**src/rtl/dma_evt_pkg.sv**
```systemverilog
package dma_evt_pkg;

    localparam int EVT_N    = 8;
    localparam int REG_W    = 32;
    localparam int FLAG_LSB = 0;
    localparam int EN_LSB   = 16;
    localparam int SIDES    = 2;

    // Bit position of each event inside the flag byte and the enable byte.
    typedef enum int unsigned {
        EV_ADDR_ERR = 0,
        EV_ABORT    = 1,
        EV_CELL     = 2,
        EV_BLOCK    = 3,
        EV_DST_MID  = 4,
        EV_DST_END  = 5,
        EV_SRC_MID  = 6,
        EV_SRC_END  = 7
    } evt_idx_e;

    typedef logic [EVT_N-1:0] evt_vec_t;

    // Pointer comparison results for one side (source or destination).
    typedef struct packed {
        logic at_end;
        logic at_mid;
    } side_hit_t;

    typedef struct packed {
        side_hit_t src;
        side_hit_t dst;
    } ptr_hits_t;

    // Assembles the register read image from flags and enables.
    function automatic logic [REG_W-1:0] pack_reg(evt_vec_t flags, evt_vec_t enables);
        logic [REG_W-1:0] img;
        img = '0;
        img[FLAG_LSB +: EVT_N] = flags;
        img[EN_LSB   +: EVT_N] = enables;
        return img;
    endfunction

endpackage

```
**src/rtl/dma_evt_ptr_watch.sv**
```systemverilog
module dma_evt_ptr_watch
    import dma_evt_pkg::*;
#(
    parameter int PTR_W = 16
) (
    input  logic             clk,
    input  logic             rst,
    input  logic [PTR_W-1:0] src_ptr,
    input  logic [PTR_W-1:0] src_size,
    input  logic [PTR_W-1:0] dst_ptr,
    input  logic [PTR_W-1:0] dst_size,
    output ptr_hits_t        hit_rise
);

    logic [PTR_W-1:0] ptr_a  [SIDES];
    logic [PTR_W-1:0] size_a [SIDES];
    side_hit_t        rise_a [SIDES];

    always_comb begin
        ptr_a[0]  = src_ptr;
        size_a[0] = src_size;
        ptr_a[1]  = dst_ptr;
        size_a[1] = dst_size;
    end

    for (genvar s = 0; s < SIDES; s++) begin : g_side
        side_hit_t now_hit;
        side_hit_t last_hit;

        always_comb begin
            now_hit.at_end = (ptr_a[s] == size_a[s]);
            now_hit.at_mid = (ptr_a[s] == (size_a[s] >> 1));
        end

        always_ff @(posedge clk) begin
            if (rst) begin
                last_hit <= '0;
            end else begin
                last_hit <= now_hit;
            end
        end

        always_comb begin
            rise_a[s] = now_hit & ~last_hit;
        end
    end

    always_comb begin
        hit_rise.src = rise_a[0];
        hit_rise.dst = rise_a[1];
    end

endmodule

```
**src/rtl/dma_evt_flag_bank.sv**
```systemverilog
module dma_evt_flag_bank
    import dma_evt_pkg::*;
(
    input  logic     clk,
    input  logic     rst,
    input  evt_vec_t evt_set,
    input  logic     wr_en,
    input  evt_vec_t wr_flags,
    input  evt_vec_t wr_enables,
    output evt_vec_t flags,
    output evt_vec_t enables
);

    for (genvar i = 0; i < EVT_N; i++) begin : g_bit
        logic keep;

        always_comb begin
            keep = ~wr_en | wr_flags[i];
        end

        always_ff @(posedge clk) begin
            if (rst) begin
                flags[i] <= 1'b0;
            end else begin
                flags[i] <= evt_set[i] | (flags[i] & keep);
            end
        end
    end

    always_ff @(posedge clk) begin
        if (rst) begin
            enables <= '0;
        end else if (wr_en) begin
            enables <= wr_enables;
        end
    end

endmodule

```
**src/rtl/dma_evt_req.sv**
```systemverilog
module dma_evt_req
    import dma_evt_pkg::*;
(
    input  logic     clk,
    input  logic     rst,
    input  evt_vec_t flags,
    input  evt_vec_t enables,
    output logic     irq
);

    always_ff @(posedge clk) begin
        if (rst) begin
            irq <= 1'b0;
        end else begin
            irq <= |(flags & enables);
        end
    end

endmodule

```
**src/rtl/dma_evt_irq.sv**
```systemverilog
module dma_evt_irq
    import dma_evt_pkg::*;
#(
    parameter int PTR_W = 16
) (
    input  logic             clk,
    input  logic             rst,
    input  logic [PTR_W-1:0] src_ptr,
    input  logic [PTR_W-1:0] src_size,
    input  logic [PTR_W-1:0] dst_ptr,
    input  logic [PTR_W-1:0] dst_size,
    input  logic             blk_done_p,
    input  logic             cell_done_p,
    input  logic             abort_p,
    input  logic             addr_err_p,
    input  logic             reg_we,
    input  logic [31:0]      reg_wdata,
    output logic [31:0]      reg_rdata,
    output logic             irq
);

    ptr_hits_t hit_rise;
    evt_vec_t  evt_set;
    evt_vec_t  flags;
    evt_vec_t  enables;

    dma_evt_ptr_watch #(.PTR_W(PTR_W)) u_watch (
        .clk      (clk),
        .rst      (rst),
        .src_ptr  (src_ptr),
        .src_size (src_size),
        .dst_ptr  (dst_ptr),
        .dst_size (dst_size),
        .hit_rise (hit_rise)
    );

    always_comb begin
        evt_set              = '0;
        evt_set[EV_SRC_END]  = hit_rise.src.at_end;
        evt_set[EV_SRC_MID]  = hit_rise.src.at_mid;
        evt_set[EV_DST_END]  = hit_rise.dst.at_end;
        evt_set[EV_DST_MID]  = hit_rise.dst.at_mid;
        evt_set[EV_BLOCK]    = blk_done_p;
        evt_set[EV_CELL]     = cell_done_p;
        evt_set[EV_ABORT]    = abort_p;
        evt_set[EV_ADDR_ERR] = addr_err_p;
    end

    dma_evt_flag_bank u_bank (
        .clk        (clk),
        .rst        (rst),
        .evt_set    (evt_set),
        .wr_en      (reg_we),
        .wr_flags   (reg_wdata[FLAG_LSB +: EVT_N]),
        .wr_enables (reg_wdata[EN_LSB +: EVT_N]),
        .flags      (flags),
        .enables    (enables)
    );

    dma_evt_req u_req (
        .clk     (clk),
        .rst     (rst),
        .flags   (flags),
        .enables (enables),
        .irq     (irq)
    );

    always_comb begin
        reg_rdata = pack_reg(flags, enables);
    end

endmodule

```
**config.mk**
```make
export PLATFORM = sky130hd
export DESIGN_NAME = dma_evt_irq
export DESIGN_NICKNAME = d
export VERILOG_FILES = /design/src/rtl/dma_evt_pkg.sv /design/src/rtl/dma_evt_ptr_watch.sv /design/src/rtl/dma_evt_flag_bank.sv /design/src/rtl/dma_evt_req.sv /design/src/rtl/dma_evt_irq.sv
export SDC_FILE = /design/constraint.sdc
export NUM_CORES = 1
export LEC_CHECK = 0
export BUFFER_PORTS_ARGS = -buffer_cell sky130_fd_sc_hd__buf_2
export CORE_UTILIZATION = 35
export CTS_CLUSTER_DIAMETER = 200
export DETAILED_ROUTE_END_ITERATION = 12
export HOLD_SLACK_MARGIN = 0.02
export MAX_ROUTING_LAYER = met4
export PLACE_DENSITY = 0.89
export REMOVE_ABC_BUFFERS = 1
export SLEW_MARGIN = 10
export SYNTH_ARGS = -nofsm -noshare
export SYNTH_HDL_FRONTEND = slang
export SYNTH_SLANG_ARGS = --single-unit
```
**constraint.sdc**
```tcl
create_clock -name clk -period 0.9 [get_ports clk]
set_input_delay 0.045 -clock clk [delete_from_list [all_inputs] [get_ports clk]]
set_output_delay 0.045 -clock clk [all_outputs]
set_load 0.01 [all_outputs]
```
==> Word level (Yosys, flattened, before mapping) <==
Index checks and enable logic that the tools add are counted.
{ "word_totals": {"register_bits": 21, "latchBits": 0, "ram_bits": 0, "mem_bits_ro": 0, "in_bits": 103, "out_inout_bits": 33, "mem_count": 0} }
{ "op_classes": {"add_sub_neg": 0, "mul": 0, "div_mod_pow": 0, "order_cmp": 0, "n_eq_ne": 4, "n_shift": 0, "n_mux": 0, "bitwise_logic": 30, "n_reduce_logical": 1} }
{ "op_table": {"columns": ["cell", "count"], "rows": [
  ["== test 16 x 15 -> 1 bit", 2],
  ["== test 16 bit", 2],
  ["OR 1 bit", 16],
  ["AND 1 bit", 8],
  ["AND 8 bit", 1],
  ["OR reduction 8 bit", 1],
  ["AND 2 bit", 2],
  ["inverter 2 bit", 2],
  ["inverter 1 bit", 1]
]} }

==> Depth between registers and ports, before layout <==
{ "logic_depth": {"word_depth": 4, "ltp_mapped": 5, "mapped_depth_nobuf": 4} }

==> Hierarchy <==
Synthesis repeated with hierarchy kept, for this count alone.
{ "unflattened": {"cells_unflattened": 176, "area_unflattened_um2": 1592.8} }
{ "modules_own_cells": {"columns": ["module", "instances", "cells_per_inst", "area_each_um2", "seq_area_each_um2"], "rows": [
  ["dma_evt_ptr_watch", 1, 94, 778.2, 80.1],
  ["dma_evt_flag_bank", 1, 59, 631.9, 320.3],
  ["dma_evt_irq", 1, 17, 123.9, 0.0],
  ["dma_evt_req", 1, 6, 58.8, 20.0]
]} }

==> Least setup slack after synthesis <==
Ideal clock, no wire load.
{ "synth_timing": {"path_type": "input to register", "from": "input dst_ptr[0]", "to": "register u_bank.flags[5]", "setup_time_ns": 0.084, "arrival_time_ns": 0.810, "slack_ns": 0.006, "path_stages": 4, "n_path_buf": 0, "cell_sequence": "xor2_1 > nor4_2 > o2111ai_1 > o31ai_2"} }
{ "synth_via": {"elab_chain_cells": 3} }
{ "synth_rtl": {"columns": ["element", "line", "text"], "rows": [
  ["start, declared", "dma_evt_irq.sv:10", "input logic [PTR_W-1:0] dst_ptr,"],
  ["== test 16 bit", "dma_evt_ptr_watch.sv:31", "now_hit.at_end = (ptr_a[s] == size_a[s]);"],
  ["AND 2 bit", "dma_evt_ptr_watch.sv:44", "rise_a[s] = now_hit & ~last_hit;"],
  ["OR 1 bit", "dma_evt_flag_bank.sv:25", "flags[i] <= evt_set[i] | (flags[i] & keep);"],
  ["end signal, assigned by index", "dma_evt_flag_bank.sv:25", null],
  ["end, declared", "dma_evt_flag_bank.sv:10", "output evt_vec_t flags,"]
]} }
No other way between the ends.
A chain may end at the register's enable or synchronous reset.

==> Worst setup path after layout <==
{ "layout_timing": {"from": "input src_ptr[14]", "to": "register u_bank.flags[7]"} }
{ "layout_via": {"elab_chain_cells": 3} }
{ "layout_rtl": {"columns": ["element", "line", "text"], "rows": [
  ["start, declared", "dma_evt_irq.sv:8", "input logic [PTR_W-1:0] src_ptr,"],
  ["== test 16 bit", "dma_evt_ptr_watch.sv:31", null],
  ["AND 2 bit", "dma_evt_ptr_watch.sv:44", null],
  ["OR 1 bit", "dma_evt_flag_bank.sv:25", null]
]} }
No other way between the ends.

==> metrics.md <==
| Metric | Value |
|---|---|
| Status | finished clean |
| P_leak | approximately 1.1 nW |
| RePlAce Congestion | approximately 0.86 |
| Clock-pin slew on the worst setup and hold paths | around 0.07 ns |
| Clock power frac | between 20 and 25% |
| Clock Latency Late Sink | roughly 0.25 ns |
| Final setup violation count | 0 |
| Clock Sink Count | 21 |
| Detailed Route WL | ~4400 µm |
| Io pins | about 140 |
| Initial DRC Count | 65 |
| Largest area contributor in the netlist | dfxtp_1 |
| Vias/cell | around 4.7 |
| Row Count | 24 |
| Global-route wire length before repair | 7196 µm |
| Synthesized flop and latch total | 21 |
| Crit Path Max Fanout | 2 |
| Total core area | between 4000 and 5000 µm² |
| Most numerous cell in the Yosys netlist | xnor2_1 |
| Setup Skew | 0.001703 ns |
| Worst setup SP type | primary input |
| RSZ-0062 raised after global routing | yes |
| Synthesized area per cell | just under 9 µm² |
| N_diodes | 0 |
| Starting Density | 36.35% |
| Crit. End Element | flop |
| Asr flop ratio synth | 0% |
| Die Area | between 4000 and 5000 µm² |
| Synth Cell Area | about 1600 µm² |
| Slew Viols, Final | 0 |
| WHS | about 0.028 ns |
| Commonest cells post-synth | xnor2_1 (34), xor2_1 (22), dfxtp_1 (21) |
| NumNets Final | about 400 |
| Final worst-path cycle share | about 96% |
| Switching part of the total | about 29% |
| Post-synth EDFFs | 0 |
| Fmax | 1.153 GHz |
| Pin count of the biggest net entering global routing | 12 |
| Cell Int Power | roughly 1.7 mW |
| Synth cell types | 26 |
| CP arrival | approximately 1.0 ns |
| Tmin final | 0.8670 ns |
| Die extent in y | about 69 µm |
| MaxCap Viol Count | 0 |
| Vias in the first global route | around 1600 |
| Syn. warnings | 0 |
| Max IR drop VDD | about 470 µV |
| Area contributors post-synth | dfxtp_1 (27%), xnor2_1 (19%), xor2_1 (12%), buf_4 (7.6%), mux2i_1 (5.1%) |
| Total CTS buffers | 3 |
| Layout cells sized above 1 | about 45% |
| Clock Tree Buf Depth | 2 |
| Combinational power share | between 30% and 40% |
| 1st-pass router iterations | 4 |
| Top FF cell, synth | dfxtp_1 |
| Yosys top cell area share | a little over a quarter |
| R2R setup slack | 0.11 ns |
| Post-CTS Setup Inserts | 0 |
| CTS tree | done |
| DP HPWL | ~3700 µm |
| CTS root buf | clkbuf_8 |
| Initial antenna violation count | 0 |
| # DRC | 0 |
| Placed cell area | approximately 2200 µm² |
| Chip width | about 70 µm |
| Seq pwr share | 41.3% |
| Antenna Violating Nets Remaining | 0 |
| Congestion Overflow GR | 0 |
| Endpoints failing hold | 0 |
| H-tree Lvls | 1 |
| Total GRT Usage | about a fifth |
| Synth-to-layout area growth | 46.96% |
| Vias after detailed routing | ~1600 |
| P per Cell Area | about 1000 nW/µm² |
| Worst hold path type | in2reg |
| Switching pwr | around 690 µW |
| Crit Path Category | in2reg |
| Seq/Total Area, Yosys | between 20% and 30% |
| Cell count after synthesis | ~180 |
| WP data required | between 1 and 1.5 ns |
| Port bufs | 103 |
| Util after Layout | between 50% and 60% |
| Avg WL per Cell | about 13 µm |
| Final instance area | 2326 µm² |
| Power, Total | ~2.4 mW |
==> area by class of cell <==
class	count	area, µm²
tap	52	65.06
fill	412	2028
sequential	21	420.4
clock buffer	4	45.04
timing repair buffer	119	669.4
multi-input combinational	139	1074
inverter	14	52.55
==> through the flow <==
step	worst slack [ns]	std cells	setup TNS [ns]
floorplan	0.005832	174	0
global placement	-0.1850	344	-0.7859
detailed placement	-0.2298	344	-1.077
CTS	0.04024	349	0
global route	-0.03373	349	-0.04255
finish	0.03301	349	0
==> worst paths after layout <==
check | cells after the start | end | startpoint
hold / removal | 3 | u_bank.flags[0]$_SDFF_PP0_ | addr_err_p
setup reg to reg | 2 | u_req.irq$_SDFF_PP0_ | u_bank.flags[1]$_SDFF_PP0_
setup / recovery | 5 | u_bank.flags[7]$_SDFF_PP0_ | src_ptr[14]
hold reg to reg | 1 | u_bank.flags[7]$_SDFF_PP0_ | u_watch.g_side[0].last_hit[1]$_SDFF_PP0_
==> flip-flops by register name (all words and copies together), names as in the netlist <==
name	cells
u_req.irq	1
u_watch.g_side.last_hit	4
u_bank.flags	8
u_bank.enables	8
==> power by group through the flow <==
stage | Clock [mW] | Sequential, mW | Combinational [mW]
2_1_floorplan | 0 | 1.03 | 0.337
3_3_place_gp | 0 | 1.01 | 0.765
3_5_place_dp | 0 | 1.01 | 0.787
4_1_cts | 0.609 | 0.990 | 0.793
5_1_grt | 0.642 | 0.995 | 0.898
6_report | 0.584 | 0.990 | 0.823
==> layout by cell type, fill, tap and decap left out <==
cell,instances
buf_2,100
nand4_1,8
o211ai_1,2
o21ai_0,4
buf_4,15
a222oi_1,2
inv_1,14
o2111a_1,2
xor2_1,20
nand3_1,2
dfxtp_1,21
xor2_2,2
nor2_1,12
o2111ai_2,2
a41oi_1,1
xnor2_2,1
nor3_1,2
o31ai_2,2
a32o_1,2
mux2i_1,8
buf_6,1
nand2b_1,4
buf_12,1
nor4_2,5
xnor2_1,33
a22oi_1,4
buf_8,1
nor4_1,1
clkbuf_8,3
dlygate4sd3_1,1
a21oi_1,4
clkbuf_1,1
conb_1,16
==> critical path: stages <==
cell and delay [ns]:
buf_2 0.13, xor2_2 0.15, nor4_2 0.32, o2111ai_2 0.18
o31ai_2 0.22
==> repair_timing <==
item | 4_1_cts | 5_1_grt
hold buffers | 1 | 0
endpoints found under the hold margin | 1 | 0
endpoints found under the setup margin | 0 | 3
gates resized for setup | 0 | 11
==> logic make-up after synthesis <==
kind of cell,share of synthesized area (%)
simple gates,12.81
flops,26.56
other cells,0.2369
compound gates,12.57
buf+inv,11.78
mux,5.059
xor+xnor,30.99
==> per-layer routing <==
metal | part of all wire (%) | global-route usage [%]
met4 | 1.2 | 5.896
met3 | 4.6 | 2.471
met5 | 0 | -
met2 | 53 | 33.55
met1 | 41 | 21.46
Power figures use the tool's default switching activity.
